`src/rtl/iomux_pkg.sv`:
```
package iomux_pkg;

  typedef enum logic [1:0] {
    LANE_BIDIR = 2'd0,
    LANE_OUT   = 2'd1,
    LANE_IN    = 2'd2
  } lane_kind_e;

  // Fixed map: lane kind repeats every three lanes.
  function automatic lane_kind_e lane_kind(input int lane);
    case (lane % 3)
      0:       return LANE_BIDIR;
      1:       return LANE_OUT;
      default: return LANE_IN;
    endcase
  endfunction

endpackage

```
`src/rtl/iomux_regbank.sv`:
```
module iomux_regbank #(
  parameter int N_CELLS = 4,
  parameter int SEL_W   = 2,
  parameter int ADDR_W  = 8,
  parameter int DATA_W  = 32,
  parameter int IDX_LO  = 2,
  parameter int IDX_HI  = 5
) (
  input  logic                     clk,
  input  logic                     rst_n,
  input  logic                     req_valid,
  input  logic                     req_write,
  input  logic [ADDR_W-1:0]        req_addr,
  input  logic [DATA_W-1:0]        req_wdata,
  output logic                     rsp_valid,
  output logic                     rsp_err,
  output logic [DATA_W-1:0]        rsp_rdata,
  output logic [N_CELLS*SEL_W-1:0] sel_flat
);
  localparam int IDX_W = IDX_HI - IDX_LO + 1;

  logic [IDX_W-1:0] idx;
  logic             hit;
  logic [SEL_W-1:0] sel_q [N_CELLS];
  logic [SEL_W-1:0] rd_val;

  assign idx = req_addr[IDX_HI:IDX_LO];
  assign hit = (32'(idx) < 32'(N_CELLS));

  for (genvar k = 0; k < N_CELLS; k++) begin : g_cell
    always_ff @(posedge clk or negedge rst_n) begin
      if (!rst_n)
        sel_q[k] <= '0;
      else if (req_valid && req_write && hit && (32'(idx) == k))
        sel_q[k] <= req_wdata[SEL_W-1:0];
    end
    assign sel_flat[k*SEL_W +: SEL_W] = sel_q[k];
  end

  always_comb begin
    rd_val = '0;
    for (int k = 0; k < N_CELLS; k++)
      if (32'(idx) == k) rd_val = sel_q[k];
  end

  always_ff @(posedge clk or negedge rst_n) begin
    if (!rst_n) begin
      rsp_valid <= 1'b0;
      rsp_err   <= 1'b0;
      rsp_rdata <= '0;
    end else begin
      rsp_valid <= req_valid;
      rsp_err   <= req_valid && !hit;
      rsp_rdata <= (req_valid && !req_write && hit) ? DATA_W'(rd_val) : '0;
    end
  end
endmodule

```
`src/rtl/iomux_pad_route.sv`:
```
module iomux_pad_route
  import iomux_pkg::*;
#(
  parameter int CELL    = 0,
  parameter int N_FUNCS = 3,
  parameter int SEL_W   = 2,
  parameter int N_LANES = 6
) (
  input  logic [SEL_W-1:0]   sel,
  input  logic [N_LANES-1:0] fn_out,
  input  logic [N_LANES-1:0] fn_oe,
  output logic               pad_out,
  output logic               pad_oe
);
  always_comb begin
    pad_out = 1'b0;
    pad_oe  = 1'b0;
    for (int j = 0; j < N_FUNCS; j++) begin
      if (32'(sel) == j) begin
        case (lane_kind(CELL + j))
          LANE_BIDIR: begin
            pad_out = fn_out[CELL + j];
            pad_oe  = fn_oe[CELL + j];
          end
          LANE_OUT: begin
            pad_out = fn_out[CELL + j];
            pad_oe  = 1'b1;
          end
          default: begin
            pad_out = 1'b0;
            pad_oe  = 1'b0;
          end
        endcase
      end
    end
  end
endmodule

```
`src/rtl/iomux_lane_route.sv`:
```
module iomux_lane_route
  import iomux_pkg::*;
#(
  parameter int N_CELLS = 4,
  parameter int N_FUNCS = 3,
  parameter int SEL_W   = 2,
  parameter int N_LANES = 6
) (
  input  logic [N_CELLS*SEL_W-1:0] sel_flat,
  input  logic [N_CELLS-1:0]       pad_in,
  output logic [N_LANES-1:0]       fn_in
);
  always_comb begin
    fn_in = '0;
    for (int l = 0; l < N_LANES; l++) begin
      if (lane_kind(l) != LANE_OUT) begin
        // Scan downward so the lowest-numbered selecting cell is kept.
        for (int k = N_CELLS - 1; k >= 0; k--) begin
          if ((32'(sel_flat[k*SEL_W +: SEL_W]) < N_FUNCS) &&
              (k + 32'(sel_flat[k*SEL_W +: SEL_W]) == l))
            fn_in[l] = pad_in[k];
        end
      end
    end
  end
endmodule

```
`src/rtl/iomux_top.sv`:
```
module iomux_top #(
  parameter int N_CELLS = 4,
  parameter int N_FUNCS = 3,
  parameter int ADDR_W  = 8,
  parameter int DATA_W  = 32,
  parameter int IDX_LO  = 2,
  parameter int IDX_HI  = 5,
  localparam int SEL_W   = (N_FUNCS > 1) ? $clog2(N_FUNCS) : 1,
  localparam int N_LANES = N_CELLS + N_FUNCS - 1
) (
  input  logic               clk,
  input  logic               rst_n,
  input  logic               req_valid,
  input  logic               req_write,
  input  logic [ADDR_W-1:0]  req_addr,
  input  logic [DATA_W-1:0]  req_wdata,
  output logic               rsp_valid,
  output logic               rsp_err,
  output logic [DATA_W-1:0]  rsp_rdata,
  input  logic [N_CELLS-1:0] pad_in,
  output logic [N_CELLS-1:0] pad_out,
  output logic [N_CELLS-1:0] pad_oe,
  input  logic [N_LANES-1:0] fn_out,
  input  logic [N_LANES-1:0] fn_oe,
  output logic [N_LANES-1:0] fn_in
);
  logic [N_CELLS*SEL_W-1:0] sel_flat;

  iomux_regbank #(
    .N_CELLS(N_CELLS), .SEL_W(SEL_W), .ADDR_W(ADDR_W),
    .DATA_W(DATA_W), .IDX_LO(IDX_LO), .IDX_HI(IDX_HI)
  ) u_regs (
    .clk(clk), .rst_n(rst_n),
    .req_valid(req_valid), .req_write(req_write),
    .req_addr(req_addr), .req_wdata(req_wdata),
    .rsp_valid(rsp_valid), .rsp_err(rsp_err), .rsp_rdata(rsp_rdata),
    .sel_flat(sel_flat)
  );

  for (genvar k = 0; k < N_CELLS; k++) begin : g_pad
    iomux_pad_route #(
      .CELL(k), .N_FUNCS(N_FUNCS), .SEL_W(SEL_W), .N_LANES(N_LANES)
    ) u_pad (
      .sel(sel_flat[k*SEL_W +: SEL_W]),
      .fn_out(fn_out), .fn_oe(fn_oe),
      .pad_out(pad_out[k]), .pad_oe(pad_oe[k])
    );
  end

  iomux_lane_route #(
    .N_CELLS(N_CELLS), .N_FUNCS(N_FUNCS), .SEL_W(SEL_W), .N_LANES(N_LANES)
  ) u_lanes (
    .sel_flat(sel_flat), .pad_in(pad_in), .fn_in(fn_in)
  );
endmodule

```
`config.mk`:
```
export PLATFORM = sky130hd
export DESIGN_NAME = iomux_top
export DESIGN_NICKNAME = d
export VERILOG_FILES = /design/src/rtl/iomux_pkg.sv /design/src/rtl/iomux_regbank.sv /design/src/rtl/iomux_pad_route.sv /design/src/rtl/iomux_lane_route.sv /design/src/rtl/iomux_top.sv
export SDC_FILE = /design/constraint.sdc
export NUM_CORES = 1
export LEC_CHECK = 0
export BUFFER_PORTS_ARGS = -buffer_cell sky130_fd_sc_hd__buf_2
export CORE_AREA = 2 2 54 69
export DETAILED_ROUTE_END_ITERATION = 10
export DIE_AREA = 0 0 56 71
export GPL_TIMING_DRIVEN = 0
export PLACE_DENSITY = 0.83
export SYNTH_ARGS = -nofsm -noshare
export SYNTH_HDL_FRONTEND = slang
export SYNTH_SLANG_ARGS = --single-unit
```
`constraint.sdc`:
```
create_clock -name clk -period 1.13 [get_ports clk]
set_input_delay 0.0565 -clock clk [delete_from_list [all_inputs] [get_ports clk]]
set_output_delay 0.0565 -clock clk [all_outputs]
set_load 0.01 [all_outputs]
```
# Word-level counts from Yosys, hierarchy flattened
# Cells that the tools add are included.
totals:
  rom_bits: 0
  ramBits: 0
  n_memories: 0
  latchBits: 0
  reg_bits: 42
  out_inout_bits: 48
  in_bits: 60
  word_cells: 187
op_classes:
  addsub: 3
  magnitude_cmp: 5
  n_div: 0
  n_mux: 80
  n_eq_ne: 33
  reduce_logical: 59
  bitwise_logic: 0
  n_shift: 0
  multipliers: 0
op_table:
  columns: ["cell", "n"]
  rows:
  - ["32-bit by 2-bit == test with 1-bit output (second input constant)", 6]
  - ["32-bit zero test", 4]
  - ["32-bit by 3-bit == test with 1-bit output (second input constant)", 3]
  - ["1-bit two-way mux", 51]
  - ["2-bit two-way mux", 17]
  - ["2-bit by 1-bit == test with 1-bit output (second input constant)", 16]
  - ["2-bit zero test", 16]
  - ["1-bit logical AND", 24]
  - ["1-bit case mux with 2 select lines", 12]
  - ["2-bit OR reduction", 12]
  - ["2-bit == test (second input constant)", 5]
  - ["4-bit by 2-bit == test with 1-bit output (second input constant)", 2]
  - ["2-bit < comparator (second input constant)", 4]
  - ["2-bit by 2-bit adder with 3-bit output (first input constant)", 2]
  - ["4-bit by 1-bit == test with 1-bit output (second input constant)", 1]
  - ["4-bit zero test", 1]
  - ["4-bit by 3-bit < comparator with 1-bit output (second input constant)", 1]
  - ["1-bit by 2-bit adder with 3-bit output (first input constant)", 1]
  - ["1-bit zero test", 2]

# Logic depth before layout (Yosys ltp)
depth:
  ltp_word: 8
  mapped_depth: 3
  depth_no_buf: 3

# Cells and area by module
# A second synthesis with hierarchy kept.
hier_totals:
  cells_unflattened: 97
  area_unflattened_um2: 970.9
modules_own_cells:
  columns: ["module", "instances", "cells_each", "area_per_inst_um2", "seq_area_each_um2"]
  rows:
  - ["iomux_regbank", 1, 63, 752.0, 300.3]
  - ["iomux_lane_route", 1, 17, 120.1, 0.0]
  - ["iomux_pad_route (g_pad[0].u_pad ...)", 2, 4, 21.3, 0.0]
  - ["iomux_pad_route (g_pad[2].u_pad)", 1, 5, 33.8, 0.0]
  - ["iomux_pad_route (g_pad[1].u_pad)", 1, 4, 22.5, 0.0]

# Worst setup path before layout
# No wires, ideal clock.
synth_timing:
  path_type: "register to output"
  startpoint: "register u_regs.sel_q (netlist bit u_regs.sel_flat[2])"
  endpoint: "output fn_in[2]"
  arrival_time_ns: 1.216
  stages_incl_launch_ff: 4
  setup_slack_ns: -0.142
  n_path_buf: 0
  required_time_ns: 1.074
  cell_sequence: "dfrtp_1 -> nor2b_1 -> or4b_1 -> a31oi_1"
synth_via:
  elab_chain_len: 5
  elab_cells_between_ends: 6
  cone_classes: "1 x add/sub; 1 x order compare; 1 x eq/ne; 2 x mux; 1 x reduce/logical"
synth_lines:
  columns: ["element", "line", "rtl"]
  rows:
  - ["from (decl)", "iomux_regbank.sv:24", "logic [SEL_W-1:0] sel_q [N_CELLS];"]
  - ["from (signal, indexed assignment)", "iomux_regbank.sv:35", "sel_q[k] <= req_wdata[SEL_W-1:0];"]
  - ["1-bit by 2-bit adder with 3-bit output", "iomux_lane_route.sv:20", "(k + 32'(sel_flat[k*SEL_W +: SEL_W]) == l))"]
  - ["32-bit by 2-bit == test with 1-bit output", "iomux_lane_route.sv:20", null]
  - ["1-bit logical AND (*)", "iomux_lane_route.sv:19", "if ((32'(sel_flat[k*SEL_W +: SEL_W]) < N_FUNCS) &&"]
  - ["1-bit two-way mux (*) (2 in series)", "iomux_lane_route.sv:19", null]
  - ["to (decl)", "iomux_top.sv:25", "output logic [N_LANES-1:0] fn_in"]
# Every way passes the cells marked *; elsewhere a longest branch is shown, timed or not.

# Final worst setup path
layout_timing:
  startpoint: "register u_regs.sel_q (netlist bit u_regs.sel_flat[4])"
  endpoint: "output fn_in[3]"
layout_via:
  elab_chain_len: 6
  elab_cells_between_ends: 7
  cone_classes: "1 x add/sub; 1 x order compare; 1 x eq/ne; 3 x mux; 1 x reduce/logical"
layout_lines:
  columns: ["element", "line"]
  rows:
  - ["2-bit by 2-bit adder with 3-bit output", "iomux_lane_route.sv:20"]
  - ["32-bit by 2-bit == test with 1-bit output", "iomux_lane_route.sv:20"]
  - ["1-bit logical AND (*)", "iomux_lane_route.sv:19"]
  - ["1-bit two-way mux (*) (3 in series)", "iomux_lane_route.sv:19"]
# Marks and branches as above.

==> impl_metrics.env <==
export IMPL_layout_min_cycle_time_ps=1600
export IMPL_setup_worst_path_end_class="output port"
export IMPL_routedWlPerCell_um=9.69
export IMPL_hold_viol=0
export IMPL_reg2reg_to="u_regs.rsp_rdata[1]"
export IMPL_antenna_violations_before_repair=0
export IMPL_cts_root_buf="clkbuf_8"
export IMPL_num_vias=835
export IMPL_reg2reg_slack_ps=-220
export IMPL_floorplan_die_area_um2=3980
export IMPL_initial_core_util_pct=29.9
export IMPL_worstPathCellList="nor2b_4 -> or4b_4 -> a31oi_4 -> buf_2"
export IMPL_synth_seq_area_share_pct=29.9
export IMPL_worst_path_max_fanout=3
export IMPL_yosys_cell_types_count=25
export IMPL_unrepaired_setup_endpoints_after_global_routing="true"
export IMPL_core_region_area_um2=3360
export IMPL_max_cap_violations=0
export IMPL_antenna_cells=0
export IMPL_placement_rows=24
export IMPL_violations="setup timing"
export IMPL_synthesis_area_um2=1000
export IMPL_timing_rr_start="u_regs.sel_flat[3]"
export IMPL_grt_overflow_total=0
export IMPL_cp_top_family="simple AND/OR/NAND/NOR gates"
export IMPL_cp_data_required_time_ps=1070
export IMPL_post_dp_cell_area_um2=1360
export IMPL_power_total_mw=1.91
export IMPL_floorplan_die_width_um=56
export IMPL_stdcell_area_um2=1570
export IMPL_io_pins=108
export IMPL_first_global_vias=729
export IMPL_finalSetupViolations=9
export IMPL_total_grt_usage_pct=10.3
export IMPL_via_per_inst=3.83
export IMPL_critical_path_arrival_ps=1550
export IMPL_critical_path_max_stage_delay_ps=490
export IMPL_maxClockFrequency_mhz=623
export IMPL_postRouteAntennaNets=0
export IMPL_worstSetupEndpoint="fn_in[3]"
export IMPL_ff2ff_path_depth=3
export IMPL_timing_clock_skew_ps=1.09
export IMPL_netlist_instances=102
export IMPL_gpl_final_weighted_congestion=0.815
export IMPL_path_depth=4
export IMPL_cts_clock_pin_slew_for_the_worst_setup_and_hold_paths_ps=50
export IMPL_dieHeight_um=71
export IMPL_dpl_hpwl_um=1730
export IMPL_io_buffers=35
export IMPL_critical_path_n_buffers_inverters=1
export IMPL_postSynth_asyncResetShare_pct=100
export IMPL_criticalPathCategory="reg2out"
export IMPL_clock_tree_htree_level_count=1
export IMPL_number_of_enable_type_register_cells_in_the_synthesized_netlist=0
export IMPL_totalNegativeSetupSlack_ps=-2040
export IMPL_total_leakage_power_nw=0.863
export IMPL_place_worst_setup_slack_ps=-270
export IMPL_ys_seq_elements=12
export IMPL_multi_input_combinational_cell_area_um2=566
export IMPL_critical_path_slowest_cell="or4b_4"
export IMPL_startpoint_type="flip-flop"
export IMPL_final_seq_area_um2=307
export IMPL_ir_drop_mv=0.594
export IMPL_cts_made_buffers=3
export IMPL_clockBufferDepth=2
export IMPL_fin_ws_ps=-474
export IMPL_tritoncts="done"
export IMPL_area_delta_synth_final_pct=55.8
export IMPL_remaining_drc_errors=0
export IMPL_clock_insertion_delay_worst_skew_ps=230
export IMPL_detail_route_first_pass_iterations=4
export IMPL_syn_mean_instance_area_um2=9.85
export IMPL_drt_initial_drc_count=8
export IMPL_postSynth_topFlopCell="dfrtp_1"
export IMPL_timing_final_max_slew_violations=0
export IMPL_post_route_period_util_pct=142
export IMPL_fin_nets=240
export IMPL_utilization_pct=46.5
export IMPL_power_per_cell_area_nw_per_um2=1220
export IMPL_totalWireLength_um=2110
export IMPL_grt_max_degree=13
export IMPL_hold_class="in2reg"
export IMPL_clock_sink_count=12
export IMPL_final_fill_count=331
export IMPL_drive_gt1_share_pct=60.3
export IMPL_grt_first_pass_wirelength_um=3350
export IMPL_crit_path_start="u_regs.sel_flat[4]"
export IMPL_yosysWarningCount=0
export IMPL_run_status="finished, violations left"
## layout by cell type (no fill, tap or decap), drive strengths merged
| cell | instances |
|---|---|
| buf | 80 |
| conb | 32 |
| dfrtp | 12 |
| nor2 | 10 |
| mux2 | 8 |
| nor2b | 5 |
| clkbuf | 4 |
| mux2i | 3 |
| nand2 | 3 |
| or4b | 3 |
| nand3b | 2 |
| dlygate4sd3 | 2 |
| mux4 | 2 |
| a31oi | 2 |
| a21o | 1 |
| a22o | 1 |
| inv | 1 |
| a21oi | 1 |
| and3b | 1 |
| or2b | 1 |
| nand2b | 1 |
| nor3b | 1 |
| o21a | 1 |
| and4bb | 1 |
| and3 | 1 |
## how the worst min path moves through the flow
| stage | endpoint | start | depth (start not counted) |
|---|---|---|---|
| final | u_regs.rsp_err | req_addr[5] | 2 |
| after floorplan | u_regs.rsp_err | rst_n | 0 |
| after global routing | u_regs.rsp_err | req_addr[5] | 2 |
| after CTS | u_regs.rsp_err | req_addr[5] | 2 |
| after detailed placement | u_regs.rsp_rdata[0] | rst_n | 1 |
| after global placement | u_regs.rsp_valid | rst_n | 1 |
## cells in the mapped netlist (2+ instances only)
library cell	n	area [um2]
buf_4	40	300
nand2_1	3	11.3
nor2b_1	4	25.0
dfrtp_1	12	300
or4b_1	3	30.0
nand3b_1	2	15.0
mux2i_1	3	30.0
nor2_1	10	37.5
a31oi_1	2	12.5
mux2_2	8	90.1
## cell type report
type | instances | share of cell area (%)
Sequential cell | 12 | 19.6
Tap cell | 39 | 3.12
Multi-Input combinational cell | 80 | 36.1
Timing Repair Buffer | 46 | 20.1
Inverter | 1 | 0.240
Buffer | 36 | 17.3
Clock buffer | 4 | 3.52
## flip-flops by register name, indices dropped and copies added, names as in the netlist
signal and cells:
u_regs.sel_flat 8, u_regs.rsp_valid 1, u_regs.rsp_rdata 2, u_regs.rsp_err 1
## metal layers
| layer | track usage [%] | share of wire [%] | wire (um) |
|---|---|---|---|
| met1 | 11.4 | 37 | 772 |
| met3 | 3.29 | 10 | 213 |
| met5 | 0 | 0 | 0 |
| met2 | 19.1 | 53 | 1130 |
| met4 | 2.38 | 0 | 0 |
## power by group
part	total, mW	switching [mW]	internal (mW)
Sequential	0.575	0.0763	0.499
Clock	0.456	0.149	0.307
Combinational	0.876	0.341	0.536
## worst reg2reg max path, stage by stage, from the launching register on
cell and delay (ps):
dfrtp_2 430, buf_4 140, mux4_1 510, nor2b_1 150
## cells by family after synthesis
| group | synth area share, % |
|---|---|
| AOI/OAI and AO/OA | 4.11 |
| other | 0.373 |
| muxes | 16.8 |
| DFF | 29.9 |
| buffers and inverters | 30.3 |
| and+or+nand+nor | 18.6 |
## per-stage QoR
| stage | hold WS, ps | instances |
|---|---|---|
| floorplan | -239 | 133 |
| global placement | -59.7 | 207 |
| detailed placement | -56.1 | 207 |
| CTS | 55.1 | 215 |
| global route | 68.5 | 218 |
| finish | 52.9 | 218 |
## timing repair
item / 4_1_cts / 5_1_grt
setup buffers: 3 / 7
endpoints found under the setup margin: 11 / 13
endpoints found under the hold margin: 13 / 0
hold buffers: 2 / 0
pin swaps: 2 / 8
resized for setup: 11 / 12
No activity file was read; power rests on OpenSTA's default activity.
